===== config.mk =====
export PLATFORM = sky130hd
export DESIGN_NAME = fast_irq_seq
export DESIGN_NICKNAME = d
export VERILOG_FILES = /design/src/rtl/fifs_pkg.sv /design/src/rtl/fifs_pend.sv /design/src/rtl/fifs_gap.sv /design/src/rtl/fifs_stack.sv /design/src/rtl/fast_irq_seq.sv
export SDC_FILE = /design/constraint.sdc
export NUM_CORES = 1
export LEC_CHECK = 0
export CORE_ASPECT_RATIO = 0.8
export CORE_MARGIN = 2
export CORE_UTILIZATION = 45
export DETAILED_ROUTE_END_ITERATION = 12
export HOLD_SLACK_MARGIN = 0.02
export PLACE_DENSITY = 0.67
export SETUP_SLACK_MARGIN = 0.2
export SKIP_LAST_GASP = 1
export SLEW_MARGIN = 25
export SYNTH_ARGS = -nofsm -noshare
export SYNTH_HDL_FRONTEND = slang
export SYNTH_SLANG_ARGS = --single-unit

===== constraint.sdc =====
create_clock -name clk -period 5.5 [get_ports clk]
set_input_delay 0.825 -clock clk [delete_from_list [all_inputs] [get_ports clk]]
set_output_delay 0.825 -clock clk [all_outputs]
set_load 0.01 [all_outputs]

===== src/rtl/fifs_pkg.sv =====
package fifs_pkg;
    // Fetch sequencing modes: normal stream, first slot word, second slot word.
    typedef enum logic [1:0] {
        FM_RUN   = 2'd0,
        FM_SLOT0 = 2'd1,
        FM_SLOT1 = 2'd2
    } fmode_e;
endpackage


===== src/rtl/fifs_pend.sv =====
// Single-entry request latch: holds one vector until the sequencer takes it.
module fifs_pend #(
    parameter int AW = 16
) (
    input  logic          clk,
    input  logic          rst_n,
    input  logic          req,
    input  logic [AW-1:0] req_vec,
    input  logic          take,
    output logic          pend,
    output logic [AW-1:0] pend_vec
);
    typedef struct packed {
        logic          v;
        logic [AW-1:0] a;
    } pend_t;

    pend_t st_d, st_q;

    always_comb begin
        st_d = st_q;
        if (take) st_d.v = 1'b0;
        if (req && (!st_q.v || take)) begin
            st_d.v = 1'b1;
            st_d.a = req_vec;
        end
    end

    always_ff @(posedge clk) begin
        if (!rst_n) st_q <= '0;
        else        st_q <= st_d;
    end

    assign pend     = st_q.v;
    assign pend_vec = st_q.a;
endmodule


===== src/rtl/fifs_gap.sv =====
// Saturating count of normal-stream decodes since the last interrupt event.
module fifs_gap #(
    parameter int GAP = 4
) (
    input  logic clk,
    input  logic rst_n,
    input  logic norm,
    input  logic clr,
    output logic ok
);
    localparam int CW = $clog2(GAP + 1);
    localparam logic [CW-1:0] LIM = CW'(GAP);

    typedef struct packed {
        logic [CW-1:0] cnt;
    } gap_t;

    gap_t st_d, st_q;

    always_comb begin
        st_d = st_q;
        if (clr)                       st_d.cnt = '0;
        else if (norm && st_q.cnt < LIM) st_d.cnt = st_q.cnt + 1'b1;
    end

    always_ff @(posedge clk) begin
        if (!rst_n) st_q <= '0;
        else        st_q <= st_d;
    end

    assign ok = (st_q.cnt >= LIM);
endmodule


===== src/rtl/fifs_stack.sv =====
// Small LIFO for return address and status word.
module fifs_stack #(
    parameter int EW    = 24,
    parameter int DEPTH = 4
) (
    input  logic          clk,
    input  logic          rst_n,
    input  logic          push,
    input  logic          pop,
    input  logic [EW-1:0] din,
    output logic [EW-1:0] dout,
    output logic          empty,
    output logic          full
);
    localparam int PW = $clog2(DEPTH + 1);
    localparam int IW = (DEPTH > 1) ? $clog2(DEPTH) : 1;
    localparam logic [PW-1:0] TOP = PW'(DEPTH);

    typedef struct packed {
        logic [DEPTH-1:0][EW-1:0] mem;
        logic [PW-1:0]            sp;
    } stk_t;

    stk_t st_d, st_q;
    logic [IW-1:0] rd_idx;

    assign empty  = (st_q.sp == '0);
    assign full   = (st_q.sp == TOP);
    assign rd_idx = empty ? '0 : IW'(st_q.sp - 1'b1);
    assign dout   = st_q.mem[rd_idx];

    always_comb begin
        st_d = st_q;
        if (push && !full) begin
            st_d.mem[IW'(st_q.sp)] = din;
            st_d.sp = st_q.sp + 1'b1;
        end else if (pop && !empty) begin
            st_d.sp = st_q.sp - 1'b1;
        end
    end

    always_ff @(posedge clk) begin
        if (!rst_n) st_q <= '0;
        else        st_q <= st_d;
    end
endmodule


===== src/rtl/fast_irq_seq.sv =====
module fast_irq_seq
    import fifs_pkg::*;
#(
    parameter int          AW      = 16,
    parameter int          SW      = 8,
    parameter int          DEPTH   = 4,
    parameter int          GAP     = 4,
    parameter logic [15:0] RST_VEC = 16'h0100
) (
    input  logic          clk,
    input  logic          rst_n,
    input  logic          irq_req,
    input  logic [AW-1:0] irq_vec,
    input  logic          fetch_rdy,
    output logic [AW-1:0] fetch_addr,
    output logic          fetch_inj,
    input  logic          dec_valid,
    input  logic          dec_inj,
    input  logic          dec_jsr,
    input  logic          dec_rti,
    input  logic          dec_illegal,
    input  logic [AW-1:0] dec_target,
    input  logic [SW-1:0] sr_in,
    output logic [SW-1:0] sr_out,
    output logic          sr_load,
    output logic          err_illegal,
    output logic          err_stack
);
    localparam int EW = AW + SW;

    typedef struct packed {
        fmode_e        mode;
        logic [AW-1:0] pc;
        logic [AW-1:0] vec;
        logic [AW-1:0] ret;
        logic [SW-1:0] sr_out;
        logic          sr_load;
        logic          err_ill;
        logic          err_stk;
    } seq_t;

    seq_t st_d, st_q;

    logic          pend, gap_ok, stk_empty, stk_full;
    logic [AW-1:0] pend_vec;
    logic [EW-1:0] stk_dout;
    logic          jsr_hit, rti_hit, do_push, do_pop, take;

    assign jsr_hit = dec_valid && dec_inj && dec_jsr;
    assign rti_hit = dec_valid && dec_rti;
    assign do_push = jsr_hit && !stk_full;
    assign do_pop  = rti_hit && !stk_empty;
    assign take    = (st_q.mode == FM_RUN) && pend && gap_ok && stk_empty
                     && !jsr_hit && !rti_hit;

    fifs_pend #(.AW(AW)) u_pend (
        .clk(clk), .rst_n(rst_n), .req(irq_req), .req_vec(irq_vec),
        .take(take), .pend(pend), .pend_vec(pend_vec)
    );

    fifs_gap #(.GAP(GAP)) u_gap (
        .clk(clk), .rst_n(rst_n),
        .norm(dec_valid && !dec_inj),
        .clr(take || (dec_valid && dec_inj)),
        .ok(gap_ok)
    );

    fifs_stack #(.EW(EW), .DEPTH(DEPTH)) u_stk (
        .clk(clk), .rst_n(rst_n), .push(do_push), .pop(do_pop),
        .din({st_q.ret, sr_in}), .dout(stk_dout),
        .empty(stk_empty), .full(stk_full)
    );

    always_comb begin
        st_d = st_q;
        st_d.sr_load = 1'b0;
        unique case (st_q.mode)
            FM_RUN:   if (fetch_rdy) st_d.pc   = st_q.pc + 1'b1;
            FM_SLOT0: if (fetch_rdy) st_d.mode = FM_SLOT1;
            FM_SLOT1: if (fetch_rdy) st_d.mode = FM_RUN;
            default:  st_d.mode = FM_RUN;
        endcase
        if (take) begin
            st_d.mode = FM_SLOT0;
            st_d.vec  = pend_vec;
            st_d.ret  = st_d.pc;
        end
        if (do_push) begin
            st_d.pc   = dec_target;
            st_d.mode = FM_RUN;
        end
        if (do_pop) begin
            st_d.pc      = stk_dout[EW-1:SW];
            st_d.sr_out  = stk_dout[SW-1:0];
            st_d.sr_load = 1'b1;
            st_d.mode    = FM_RUN;
        end
        if ((jsr_hit && stk_full) || (rti_hit && stk_empty)) st_d.err_stk = 1'b1;
        if (dec_valid && dec_inj && dec_illegal)              st_d.err_ill = 1'b1;
    end

    always_ff @(posedge clk) begin
        if (!rst_n) begin
            st_q      <= '0;
            st_q.mode <= FM_RUN;
            st_q.pc   <= AW'(RST_VEC);
        end else begin
            st_q <= st_d;
        end
    end

    assign fetch_inj   = (st_q.mode != FM_RUN);
    assign fetch_addr  = (st_q.mode == FM_RUN) ? st_q.pc
                       : st_q.vec + AW'(st_q.mode == FM_SLOT1);
    assign sr_out      = st_q.sr_out;
    assign sr_load     = st_q.sr_load;
    assign err_illegal = st_q.err_ill;
    assign err_stack   = st_q.err_stk;
endmodule


Yosys cells after proc, flatten, opt, wreduce, memory -nomap -nowiden
Cells that the tools add are included.
W data, S select, Z words.
- memories kept: 0
- bits in latches: 0
- memory bits (writable): 0
- logic and storage cells: 95
- memory bits (read-only): 0
- input port bits: 49
- register bits after elaboration: 180
- multiply operators: 0
- bitwise logic cells: 2
- equal/unequal tests: 8
- magnitude comparators: 5
- $add $sub $neg: 5
- div/mod/pow operators: 0
- mux-type cells: 20
- shift-type cells: 0
- reductions and logical operators: 38
- operator list (cell ; count):
    $bwmux W96 ; 1
    $mux W16 ; 5
    $bmux W24 S2 ; 1
    $demux W24 S2 ; 1
    $mux W24 ; 2
    $logic_and A1 B1 Y1 ; 19
    $mux W17 ; 1
    $add A16 B1 Y16 ; 1
    $add A16 B1 Y16 const B ; 1
    $add A3 B1 Y3 const B ; 2
    $logic_not A1 Y1 ; 6
    $lt A2 B3 Y1 const B ; 2
    $mux W2 ; 3
    $mux W3 ; 2
    $ne A2 B2 Y1 const B ; 3
    $ne A3 B3 Y1 const B ; 2
    $pmux W2 S3 ; 1
    $reduce_and A3 Y1 ; 2
    $reduce_bool A2 Y1 ; 3
    $reduce_or A4 Y1 ; 1
    $eq A3 B3 Y1 const B ; 1
    $ge A3 B3 Y1 const B ; 1
    $logic_not A3 Y1 ; 1
    $logic_or A1 B1 Y1 ; 3
    other kinds (10) ; 13

Longest topological paths before layout
- word-level depth: 9
- depth in mapped cells: 11
- gate-level depth less buffers: 9

Hierarchy
A second synthesis with hierarchy kept.
- cell total of the unflattened synthesis: 1086
- area, all modules: 8434.3 µm²
- modules (own cells, without submodules) (module ; sequential area each (µm²) ; times used ; cells each ; area an instance (µm²)):
    fifs_stack ; 1981.9 ; 1 ; 587 ; 4459.3
    fast_irq_seq ; 1221.2 ; 1 ; 409 ; 3121.7
    fifs_pend ; 340.3 ; 1 ; 74 ; 701.9
    fifs_gap ; 60.1 ; 1 ; 16 ; 151.4

Least setup slack after synthesis
OpenSTA, ideal clock, no wires.
- path type: reg2out
- start point: reg st_q[60] (netlist bit)
- end point: out fetch_addr[10]
- cell stages (with the launch flop): 9
- buffers on the path: 0
- path slack: 2963 ps
- arrival time: 1712 ps
- cell sequence: dfxtp_1 > nor2b_1 > ha_1 > ha_1 > nand2_1 > nor2_1 > nand4_1 > xor2_1 > o21ai_0
- word-level cells in the longest chain between the ends: 3
- RTL lines (item ; line ; RTL):
    start: declaration ; fast_irq_seq.sv:42 ; seq_t st_d, st_q;
    start signal: assignment ; fast_irq_seq.sv:108 ; st_q <= st_d;
    $eq A2 B2 Y1 ; fast_irq_seq.sv:114 ; : st_q.vec + AW'(st_q.mode == FM_SLOT1);
    $add A16 B1 Y16 ; fast_irq_seq.sv:114 ;
    $mux W16 * ; fast_irq_seq.sv:113 ; assign fetch_addr = (st_q.mode == FM_RUN) ? st_q.pc
    end: declaration ; fast_irq_seq.sv:15 ; output logic [AW-1:0] fetch_addr,
Mark *: on every way between the ends. The rest lies on a longest branch, timed or not.

Final worst setup path
- start point: reg st_q[60] (netlist bit)
- end point: out fetch_addr[15]
Same word-level chain as after synthesis.

==> out/qor.txt <==
RR Startpoint - u_stk.st_q[1]$_SDFFE_PN0P_
Yosys reg bits - 180
FFs w/ async S/R, synth - 0
chip height - 123 um
Final min period - 3.81 ns
largest net degree at the start of global routing - 76
top-area cell type share of the netlist area - 0.455
Tot GR Track Use - 0.226
Worst-path clk slew - 0.06 ns
final period utilization - 0.692
slew margin rel. - 0.289
fmax - 263 MHz
final setup TNS - 0 ns
Top FF cell, synth - dfxtp_1
top cells by count, synth - 297 x nand2_1, 180 x dfxtp_1, 138 x a21oi_1, 68 x nor2_1, 42 x clkbuf_1
Die Footprint - 18700 um2
RSZ-0062 raised after global routing - false
clock tree from TritonCTS - yes
global-route wire length before repair - 33.9 mm
HP Class - reg -> reg
hold path start - u_stk.st_q[95]$_SDFFE_PN0P_
Rows - 43
Static Leak - 0.00315 uW
cts hold-fix bufs - 0
Skew-Pair Late Insertion Delay - 0.43 ns
Mean Syn Cell Area - 7.84 um2
Post-Route WL - 21.1 mm
total power draw - 2940 uW
PostCTS Resize Cnt - 0
Worst Hold Margin - 0.452 ns
Nets - 1102
post-route core utilization - 0.542
Power Density - 314 nW/um2
IO buf count - 76
distinct cell type count after synthesis - 51
initial detailed-routing violation count - 508
detailed-route via count - 7055
CTS Sinks - 180
Arr. time, crit path - 2.98 ns
grt total ovfl - 0
Max Slew Vio Count - 0
top cells by area, synth - dfxtp_1 45%, nand2_1 14%, a21oi_1 8.7%, mux2i_1 3.4%, nor2_1 3.2%
synthesized area - 7930 um2
GPL Wtd Cong - 0.799
critical path class - reg -> out
status - finished, final reports clean
CP required - 4.68 ns
Die Wd - 152 um
Post-Syn Instances - 1011
vias in the first global route - 6525
DP HPWL - 13.7 mm
DRC Markers - 0
CP startpoint - st_q[60]$_SDFFE_PP0P_
clock root cell - clkbuf_16
# setup viols final - 0
Slew @ Worst Pin - 1.06 ns
drt pass-1 iters - 5
skew final - 0.00777 ns
Post-synth EDFFs - 0
Area growth, synth to finish - 18.0%
CTS H-tree depth - 4
Post-DRT Antenna Nets - 0
post-synthesis sequential area ratio - 0.455
initial antenna violation count - 0
Max-cap violations - 0
share of layout cells above drive strength 1 - 0.0700
post-DR wirelength/cell - 16.4 um
initial core utilization - 0.459
Post-Syn Nets - 1069
Hold Vio Cnt, Final - 0
Worst Setup End Kind - output port
Yosys top cell by area - dfxtp_1
Max VDD drop - 0.000200 V
count leader, synth - nand2_1
diode count - 0
Post-CTS Setup Inserts - 0
synth warn - 0
Startpoint Class - flip-flop
CTS Buffer Depth - 2
core area - 17300 um2
worst-path fanout max - 6
vias per inst - 5.50
Num CTS Buffers - 17
I/O pin count - 77
[report_power, final]
part	total, uW	leakage [uW]	switching, uW	internal (uW)
combinational	296	0.00139	182	113
sequential	1350	0.00146	18.4	1330
clock	1300	0.000303	523	772
total	2940	0.00315	724	2210
[final timing paths]
check,depth (start not counted),slack [ns],to
setup / recovery,8,1.69,fetch_addr[15]
hold / removal,2,0.45,u_stk.st_q[95]$_SDFFE_PN0P_
setup reg to reg,7,2.68,st_q[55]$_SDFF_PN0_
hold reg to reg,2,0.45,u_stk.st_q[95]$_SDFFE_PN0P_
[routing by layer]
| metal | up-vias | global-route usage | wire [um] |
|---|---|---|---|
| li1 | 3468 | - | - |
| met1 | 3368 | 0.321 | 10300 |
| met2 | 199 | 0.356 | 9410 |
| met3 | 20 | 0.0332 | 1110 |
| met4 | 0 | 0.0701 | 268 |
| met5 | - | 0 | 0 |
[kinds of logic (layout without fill, tap and decap cells)]
| kind of cell | after synthesis | count (layout) | synth area share |
|---|---|---|---|
| and+or+nand+nor | 427 | 427 | 0.222 |
| DFF | 180 | 180 | 0.455 |
| buffers and inverters | 91 | 137 | 0.0532 |
| AOI/OAI and AO/OA | 241 | 241 | 0.180 |
| adders and majority gates | 9 | 9 | 0.0142 |
| xor gates and xnor gates | 29 | 29 | 0.0320 |
| muxes | 34 | 34 | 0.0440 |
[flip-flops by register name, indices dropped and copies added (netlist names)]
register / count
st_q: 50
u_pend.pend: 1
err_stack: 1
sr_out: 8
err_illegal: 1
u_pend.pend_vec: 16
u_gap.st_q: 3
sr_load: 1
u_stk.st_q: 99
[per-stage QoR]
step	setup slack, ns	cells	cell area, um2
floorplan	2.96	1011	7930
global placement	2.19	1250	8720
detailed placement	2.16	1250	8720
CTS	1.73	1282	9340
global route	1.46	1282	9350
finish	1.69	1282	9350
[critical path, stage by stage, from the launching register on]
cell	delay (ns)
dfxtp_1	0.45
nor2b_1	0.20
ha_1	0.20
nand3_1	0.17
nor2_1	0.41
nand3_1	0.18
xor2_1	0.16
o21ai_0	0.21
clkdlybuf4s50_1	0.58
[cell type report]
cell class,instances,area [um2]
timing repair buffer,90,866
sequential,180,3600
multi-input combinational,740,3920
tap,225,282
fill,1591,7920
inverter,15,58.8
clock inverter,13,181
clock buffer,19,443
[layout by cell type (no fill, tap or decap), drive strengths merged, types with 9 or more instances in the layout]
| cell | instances |
|---|---|
| clkbuf | 19 |
| a211oi | 12 |
| mux2i | 27 |
| nand2 | 297 |
| dfxtp | 180 |
| clkdlybuf4s50 | 76 |
| nor2 | 68 |
| xnor2 | 13 |
| ha | 9 |
| a21oi | 140 |
| buf | 14 |
| inv | 16 |
| o21ai | 34 |
| o22ai | 17 |
| nand3 | 17 |
| xor2 | 16 |
| nor3 | 13 |
Note: power is estimated with default switching activity, not from simulation.
